`config.mk`:
```
export PLATFORM = sky130hd
export DESIGN_NAME = ttc_top
export DESIGN_NICKNAME = d
export VERILOG_FILES = /design/src/rtl/ttc_pkg.sv /design/src/rtl/ttc_prescaler.sv /design/src/rtl/ttc_channel.sv /design/src/rtl/ttc_top.sv
export SDC_FILE = /design/constraint.sdc
export NUM_CORES = 1
export LEC_CHECK = 0
export ABC_AREA = 1
export BUFFER_PORTS_ARGS = -buffer_cell sky130_fd_sc_hd__buf_4
export CORE_ASPECT_RATIO = 1.2
export CORE_MARGIN = 5
export CORE_UTILIZATION = 65
export DETAILED_ROUTE_END_ITERATION = 10
export PLACE_DENSITY = 0.92
export REMOVE_ABC_BUFFERS = 1
export SLEW_MARGIN = 25
export SYNTH_ARGS = -nofsm -noshare
export SYNTH_HDL_FRONTEND = slang
export SYNTH_SLANG_ARGS = --single-unit
```
`constraint.sdc`:
```
create_clock -name clk -period 10.4 [get_ports clk]
set_clock_uncertainty 0.15 [all_clocks]
set_input_delay 1.04 -clock clk [delete_from_list [all_inputs] [get_ports clk]]
set_output_delay 1.04 -clock clk [all_outputs]
set_load 0.02 [all_outputs]
```
`src/rtl/ttc_pkg.sv`:
```
package ttc_pkg;
  // Base byte offsets of each register group (channel 0); channels add STRIDE*c.
  localparam int OFS_CLK  = 'h00;
  localparam int OFS_CTL  = 'h0C;
  localparam int OFS_CNT  = 'h18;
  localparam int OFS_IVL  = 'h24;
  localparam int OFS_ISR  = 'h54;
  localparam int OFS_IEN  = 'h60;
  localparam int STRIDE   = 4;

  // Counter control bit positions.
  localparam int CTL_STOP    = 0;
  localparam int CTL_IMODE   = 1;
  localparam int CTL_RESTART = 4;
  localparam int CTL_WDIS    = 5;
  localparam int CTL_W       = 6;

  // Status / mask bit positions.
  localparam int FLG_IVL = 0;
  localparam int FLG_OVF = 4;
  localparam int FLG_W   = 5;

  // Prescaler select field width in clock setup (bits [PSC_W:1]).
  localparam int PSC_W = 4;
endpackage

```
`src/rtl/ttc_prescaler.sv`:
```
module ttc_prescaler #(
  parameter int SEL_W = 4
) (
  input  logic             clk,
  input  logic             rst_n,
  input  logic             tick_en,
  input  logic             run,
  input  logic             clear,
  input  logic             psc_en,
  input  logic [SEL_W-1:0] psc_sel,
  output logic             step
);
  localparam int PRE_W = 2 ** SEL_W;

  logic [PRE_W-1:0] pre_q, pre_d;
  logic [PRE_W:0]   lim_m1;

  always_comb begin
    lim_m1 = ({{PRE_W{1'b0}}, 1'b1} << (psc_sel + 1)) - 1'b1;
    pre_d  = pre_q;
    step   = 1'b0;
    if (clear) begin
      pre_d = '0;
    end else if (run && tick_en) begin
      if (!psc_en) begin
        step = 1'b1;
      end else if ({1'b0, pre_q} == lim_m1) begin
        pre_d = '0;
        step  = 1'b1;
      end else begin
        pre_d = pre_q + 1'b1;
      end
    end
  end

  always_ff @(posedge clk or negedge rst_n) begin
    if (!rst_n) pre_q <= '0;
    else        pre_q <= pre_d;
  end

  // a counting step only comes from an input pulse on a running channel
  assert_step_gated_R4: assert property (@(posedge clk) disable iff (!rst_n)
    step |-> (tick_en && run));
endmodule

```
`src/rtl/ttc_channel.sv`:
```
module ttc_channel
  import ttc_pkg::*;
#(
  parameter int CNT_W = 16
) (
  input  logic               clk,
  input  logic               rst_n,
  input  logic               tick_en,
  input  logic [CNT_W-1:0]   wdata,
  input  logic               wr_clk,
  input  logic               wr_ctl,
  input  logic               wr_ivl,
  input  logic               wr_ien,
  input  logic               rd_isr,
  output logic [PSC_W:0]     clk_rd,
  output logic [CTL_W-1:0]   ctl_rd,
  output logic [CNT_W-1:0]   cnt_rd,
  output logic [CNT_W-1:0]   ivl_rd,
  output logic [FLG_W-1:0]   isr_rd,
  output logic [FLG_W-1:0]   ien_rd,
  output logic               irq
);
  // Register state
  logic [PSC_W:0]   clk_q, clk_d;
  logic             stop_q, stop_d;
  logic             imode_q, imode_d;
  logic             wdis_q, wdis_d;
  logic [CNT_W-1:0] ivl_q, ivl_d;
  logic [1:0]       ien_q, ien_d;   // [0] interval, [1] wrap
  logic [1:0]       isr_q, isr_d;
  logic [CNT_W-1:0] cnt_q, cnt_d;

  logic restart, step, set_ivl, set_ovf;

  assign restart = wr_ctl & wdata[CTL_RESTART];

  ttc_prescaler #(.SEL_W(PSC_W)) u_psc (
    .clk     (clk),
    .rst_n   (rst_n),
    .tick_en (tick_en),
    .run     (~stop_q),
    .clear   (restart),
    .psc_en  (clk_q[0]),
    .psc_sel (clk_q[PSC_W:1]),
    .step    (step)
  );

  // Configuration next state
  always_comb begin
    clk_d   = wr_clk ? wdata[PSC_W:0] : clk_q;
    stop_d  = wr_ctl ? wdata[CTL_STOP]  : stop_q;
    imode_d = wr_ctl ? wdata[CTL_IMODE] : imode_q;
    wdis_d  = wr_ctl ? wdata[CTL_WDIS]  : wdis_q;
    ivl_d   = wr_ivl ? wdata : ivl_q;
    ien_d   = wr_ien ? {wdata[FLG_OVF], wdata[FLG_IVL]} : ien_q;
  end

  // Counter and status next state
  always_comb begin
    cnt_d   = cnt_q;
    set_ivl = 1'b0;
    set_ovf = 1'b0;
    if (restart) begin
      cnt_d = '0;
    end else if (step) begin
      if (imode_q && (cnt_q == ivl_q)) begin
        cnt_d   = '0;
        set_ivl = 1'b1;
      end else begin
        cnt_d = cnt_q + 1'b1;
        if (cnt_q == {CNT_W{1'b1}}) set_ovf = 1'b1;
      end
    end
    isr_d = (isr_q & ~{2{rd_isr}}) | {set_ovf, set_ivl};
  end

  always_ff @(posedge clk or negedge rst_n) begin
    if (!rst_n) begin
      clk_q   <= '0;
      stop_q  <= 1'b1;
      imode_q <= 1'b0;
      wdis_q  <= 1'b1;
      ivl_q   <= '0;
      ien_q   <= '0;
      isr_q   <= '0;
      cnt_q   <= '0;
    end else begin
      clk_q   <= clk_d;
      stop_q  <= stop_d;
      imode_q <= imode_d;
      wdis_q  <= wdis_d;
      ivl_q   <= ivl_d;
      ien_q   <= ien_d;
      isr_q   <= isr_d;
      cnt_q   <= cnt_d;
    end
  end

  assign clk_rd = clk_q;
  assign ctl_rd = {wdis_q, 1'b0, 2'b00, imode_q, stop_q};
  assign cnt_rd = cnt_q;
  assign ivl_rd = ivl_q;
  assign isr_rd = {isr_q[1], 3'b000, isr_q[0]};
  assign ien_rd = {ien_q[1], 3'b000, ien_q[0]};
  assign irq    = |(isr_q & ien_q);

  // a restart write leaves the count at zero
  assert_restart_zero_R3: assert property (@(posedge clk) disable iff (!rst_n)
    restart |=> (cnt_q == '0));
  // a stopped counter holds its value
  assert_stop_hold_R2: assert property (@(posedge clk) disable iff (!rst_n)
    (stop_q && !restart) |=> $stable(cnt_q));
  // no input pulse, no count change
  assert_tick_gate_R5: assert property (@(posedge clk) disable iff (!rst_n)
    (!tick_en && !restart) |=> $stable(cnt_q));
  // step at the interval value returns to zero and flags it
  assert_ivl_wrap_R7: assert property (@(posedge clk) disable iff (!rst_n)
    (step && imode_q && (cnt_q == ivl_q) && !restart) |=> ((cnt_q == '0) && isr_q[0]));
  // a flag raised during a clearing read survives
  assert_pending_kept_R8: assert property (@(posedge clk) disable iff (!rst_n)
    (set_ovf && rd_isr) |=> isr_q[1]);
  // an unmasked channel never interrupts
  assert_irq_masked_R9: assert property (@(posedge clk) disable iff (!rst_n)
    (ien_q == 2'b00) |-> !irq);
endmodule

```
`src/rtl/ttc_top.sv`:
```
module ttc_top
  import ttc_pkg::*;
#(
  parameter int NUM_CH = 3,
  parameter int CNT_W  = 16,
  parameter int ADDR_W = 8,
  parameter int DATA_W = 32
) (
  input  logic              clk,
  input  logic              rst_n,
  input  logic              tick_en,
  input  logic [ADDR_W-1:0] bus_addr,
  input  logic              bus_we,
  input  logic [DATA_W-1:0] bus_wdata,
  input  logic              bus_re,
  output logic [DATA_W-1:0] bus_rdata,
  output logic [NUM_CH-1:0] irq
);
  // Reset: asynchronous assertion, synchronous release
  logic [1:0] rst_sync_q;
  logic       rst_int_n;

  always_ff @(posedge clk or negedge rst_n) begin
    if (!rst_n) rst_sync_q <= 2'b00;
    else        rst_sync_q <= {rst_sync_q[0], 1'b1};
  end
  assign rst_int_n = rst_sync_q[1];

  logic unused_wdata_bits;
  assign unused_wdata_bits = ^bus_wdata[DATA_W-1:CNT_W];

  logic [PSC_W:0]   clk_rd [NUM_CH];
  logic [CTL_W-1:0] ctl_rd [NUM_CH];
  logic [CNT_W-1:0] cnt_rd [NUM_CH];
  logic [CNT_W-1:0] ivl_rd [NUM_CH];
  logic [FLG_W-1:0] isr_rd [NUM_CH];
  logic [FLG_W-1:0] ien_rd [NUM_CH];

  for (genvar c = 0; c < NUM_CH; c++) begin : g_ch
    localparam logic [ADDR_W-1:0] A_CLK = ADDR_W'(OFS_CLK + STRIDE * c);
    localparam logic [ADDR_W-1:0] A_CTL = ADDR_W'(OFS_CTL + STRIDE * c);
    localparam logic [ADDR_W-1:0] A_IVL = ADDR_W'(OFS_IVL + STRIDE * c);
    localparam logic [ADDR_W-1:0] A_ISR = ADDR_W'(OFS_ISR + STRIDE * c);
    localparam logic [ADDR_W-1:0] A_IEN = ADDR_W'(OFS_IEN + STRIDE * c);

    ttc_channel #(.CNT_W(CNT_W)) u_ch (
      .clk     (clk),
      .rst_n   (rst_int_n),
      .tick_en (tick_en),
      .wdata   (bus_wdata[CNT_W-1:0]),
      .wr_clk  (bus_we && (bus_addr == A_CLK)),
      .wr_ctl  (bus_we && (bus_addr == A_CTL)),
      .wr_ivl  (bus_we && (bus_addr == A_IVL)),
      .wr_ien  (bus_we && (bus_addr == A_IEN)),
      .rd_isr  (bus_re && (bus_addr == A_ISR)),
      .clk_rd  (clk_rd[c]),
      .ctl_rd  (ctl_rd[c]),
      .cnt_rd  (cnt_rd[c]),
      .ivl_rd  (ivl_rd[c]),
      .isr_rd  (isr_rd[c]),
      .ien_rd  (ien_rd[c]),
      .irq     (irq[c])
    );
  end

  // Read mux: only decoded offsets contribute, everything else reads 0
  always_comb begin
    bus_rdata = '0;
    if (bus_re) begin
      for (int i = 0; i < NUM_CH; i++) begin
        if (bus_addr == ADDR_W'(OFS_CLK + STRIDE * i)) bus_rdata = DATA_W'(clk_rd[i]);
        if (bus_addr == ADDR_W'(OFS_CTL + STRIDE * i)) bus_rdata = DATA_W'(ctl_rd[i]);
        if (bus_addr == ADDR_W'(OFS_CNT + STRIDE * i)) bus_rdata = DATA_W'(cnt_rd[i]);
        if (bus_addr == ADDR_W'(OFS_IVL + STRIDE * i)) bus_rdata = DATA_W'(ivl_rd[i]);
        if (bus_addr == ADDR_W'(OFS_ISR + STRIDE * i)) bus_rdata = DATA_W'(isr_rd[i]);
        if (bus_addr == ADDR_W'(OFS_IEN + STRIDE * i)) bus_rdata = DATA_W'(ien_rd[i]);
      end
    end
  end

  // the read port is silent outside read cycles
  assert_idle_read_zero_R10: assert property (@(posedge clk) disable iff (!rst_int_n)
    !bus_re |-> (bus_rdata == '0));
endmodule

```
==> summary.md <==
| Metric | Value |
|---|---|
| Asr flop ratio synth | `100.0%` |
| N_diodes | `0` |
| Crit path time final | `between 4 and 5 ns` |
| Die H | `approximately 160 microns` |
| Area growth syn-to-layout | `7.458%` |
| Hold Vio Cnt, Final | `0` |
| Post-route clock period utilization | `a little over two fifths` |
| Sequential fraction of the synthesis area | `a little over a third` |
| # rows | `55` |
| Vias | `roughly 12k` |
| Detailed Routing Iterations Pass 1 | `6` |
| Flip-flop and latch count after synthesis | `about 180` |
| DIE WIDTH | `about 140 microns` |
| Grt total ovfl | `0` |
| Maximum clock path buffer count | `2` |
| Final GP Congestion | `around 0.96` |
| Worst relative slew slack | `between 30% and 40%` |
| Vias in the first global route | `~12k` |
| Top FF cell, synth | `dfrtp_1` |
| Initial DRC Count | `about 1.3k` |
| Sequential group share of total power | `a little under half` |
| Pwr Density | `between 150 and 200 mW/mm^2` |
| Routed wire per std cell | `~16 microns` |
| I/O pin count | `80` |
| Crit-path max FO | `14` |
| Starting Density | `66.40%` |
| Critical path type | `input port to output pin` |
| Clock network fraction of total power | `29.8%` |
| # fillers | `1496` |
| Core Region | `between 0.015 and 0.02 sq mm` |
| Storage cell area | `about 0.0046 sq mm` |
| Max cap viols | `0` |
| Top delay family on crit path | `simple AND/OR/NAND/NOR gates` |
| Pleak | `0.006741 uW` |
| Clock latency on the worst-skew pair | `0.44 ns` |
| Most numerous cell in the Yosys netlist | `nand2_1` |
| Worst-Margin Slew | `approximately 0.94 ns` |
| Area of the multi-input gates | `0.006698 sq mm` |
| Dpl hpwl | `about 24 mm` |
| Worst path max stage delay | `between 0.5 and 0.6 ns` |
| Setup Fix Bufs, Post-CTS | `0` |
| Worst Path Required | `9.21 ns` |
| Initial antenna violation count | `0` |
| Yosys warnings | `0` |
| CTS clk-pin slew, worst paths | `~0.07 ns` |
| Setup-failing EPs final | `0` |
| Syn avg cell area | `7.063 sq um` |
| Post-Syn Area | `0.01257 sq mm` |
| Startpoint Class | `input port` |
| CTS Buf Count | `17` |
| Nature of the critical path endpoint | `output pin` |
| Switching part of the total | `a little over a third` |
| Ranking of synthesized cells by area | `dfrtp_1 (35%), nand2_1 (13%), inv_1 (6.8%)` |
| Final net count | `~1.8k` |
| Syn Inst Count | `around 1.8k` |
| EDFF count, synth | `0` |
| Synth top area share | `35.05%` |
| I/O Buffers | `47` |
| H-tree levels | `4` |
| Synth top cells by count | `nand2_1 (420), inv_1 (229), dfrtp_1 (176)` |
| Setup TNS | `0 ns` |
| R2R Setup Slk | `a little over 7 ns` |
| Total GRT Usage | `about 31%` |
| TritonCTS clock tree | `yes` |
| Status | `finished, final reports clean` |
| Share of layout cells above drive strength 1 | `around 9%` |
| Max Slew Vio Count | `0` |
| Die area | `about 0.022 sq mm` |
| Place WS | `~5.6 ns` |
| Yosys top cell by area | `dfrtp_1` |
| Combinational Power Share | `between 20 and 25%` |
| CP max-delay cell | `nor2_2` |
| Worst EP arrival | `3.27 ns` |
| Achievable Freq | `approximately 0.22 GHz` |
| Hold Buf Count CTS | `0` |
| VDD IR max | `roughly 120 uV` |
| PostCTS Resize Cnt | `0` |
| CP bufs+invs | `6` |
| Psw | `around 760 uW` |
| Vias per inst | `5.911` |
| Total wire length | `33.19 mm` |
| Remaining antenna violation count | `0` |
| DRC | `0` |
| RSZ-0062 raised after global routing | `false` |
| Worst-path cell chain | `buf_4, inv_1, nand2_1, nor2_1, inv_1, nor2_2, inv_1, o21ai_0, inv_1, nand3_1, nand2_1, nand3_1, nand2_1, nand3_1, nand2_1, a21oi_1, buf_4` |
| First-pass GRT wire length | `55.63 mm` |
| Largest net degree at the start of global routing | `just over 70` |
| Hold Path Class | `register to register` |
| Final WS setup | `slightly below 6 ns` |
| Root Driver | `clkbuf_16` |
| Clock Sinks | `roughly 180` |
| Distinct cell type count after synthesis | `50` |
| Cell internal pwr | `approximately 1400 uW` |
-- worst paths after layout --
kind                                                     from                                       to  depth (start not counted)
max in group asynchronous             rst_sync_q[1]$_DFF_PN0_  g_ch[2].u_ch.u_psc.pre_q[1]$_DFFE_PN0P_                          1
min in group asynchronous             rst_sync_q[1]$_DFF_PN0_      g_ch[0].u_ch.cnt_rd[13]$_DFFE_PN0P_                          0
setup / recovery                                  bus_addr[1]                             bus_rdata[0]                         17
hold reg to reg                       rst_sync_q[0]$_DFF_PN0_                  rst_sync_q[1]$_DFF_PN0_                          0
setup reg to reg           g_ch[2].u_ch.clk_rd[4]$_DFFE_PN0P_       g_ch[2].u_ch.cnt_rd[4]$_DFFE_PN0P_                         16
hold / removal                        rst_sync_q[0]$_DFF_PN0_                  rst_sync_q[1]$_DFF_PN0_                          0
-- through the flow --
step | utilization, % | hold slack [ns] | power, uW | instances | area (sq um)
final | 71.35 | 0.1996 | 2134 | 2050 | 13500
after global routing | 71.35 | 0.2032 | 2256 | 2050 | 13500
after CTS | 71.15 | 0.2016 | 2126 | 2049 | 13470
after detailed placement | 68.18 | 0.1862 | 1494 | 2017 | 12900
after global placement | 68.18 | 0.1864 | 1460 | 2017 | 12900
after floorplan | - | 0.1812 | 1351 | 1704 | 12150
-- flip-flops by register name, summed over array words and instances (netlist names) --
name	count
g_ch.u_ch.isr_q	6
g_ch.u_ch.stop_q	3
g_ch.u_ch.clk_rd	15
g_ch.u_ch.ien_q	6
rst_sync_q	2
g_ch.u_ch.cnt_rd	48
g_ch.u_ch.wdis_q	3
g_ch.u_ch.imode_q	3
g_ch.u_ch.ivl_rd	48
g_ch.u_ch.u_psc.pre_q	48
-- power by group through the flow --
stage                     Sequential, uW  Combinational (uW)  Clock, uW
final                                970                 529        635
after global placement               969                 491          0
after global routing                 985                 603        669
after floorplan                      940                 411          0
after detailed placement             976                 518          0
after CTS                            965                 523        638
-- layout make-up --
class / instances / area share, %
Tap cell: 256 / 2.372
Timing Repair Buffer: 58 / 3.373
Inverter: 240 / 6.672
Clock inverter: 13 / 0.8895
Multi-Input combinational cell: 1282 / 49.60
Sequential cell: 182 / 33.81
Clock buffer: 19 / 3.280
-- per-layer routing --
layer  vias up  GRT usage, %  share of wire [%]
li1       5802             -                  -
met3       103         4.585                6.7
met4         0         15.97                4.2
met5         -             0                  0
met1      5662         39.60                 40
met2       551         49.53                 49
-- cells by family after synthesis --
logic type | share of synthesized area (%)
adder cells (fa/ha/maj) | 0.8962
AND/OR/NAND/NOR | 32.37
flip-flops | 36.30
XOR/XNOR | 7.518
AO/OA/AOI/OAI | 11.84
other | 0.05977
buffers and inverters | 11.01
-- placed cells by master (no fill, tap or decap), types with 14 or more instances in the layout --
cell type | synthesis | layout
nand2_1 | 420 | 420
inv_1 | 229 | 228
dfrtp_1 | 176 | 175
o21ai_0 | 151 | 151
nand3_1 | 138 | 138
nor2_1 | 122 | 120
nand4_1 | 91 | 91
xor2_1 | 86 | 86
buf_4 | 24 | 57
a21oi_1 | 40 | 40
o22ai_1 | 40 | 40
nor3_1 | 26 | 25
xnor2_1 | 20 | 20
conb_1 | 2 | 20
or2_2 | 18 | 18
clkbuf_16 | 0 | 17
nor4_1 | 14 | 14
No activity file was read; power rests on OpenSTA's default activity.
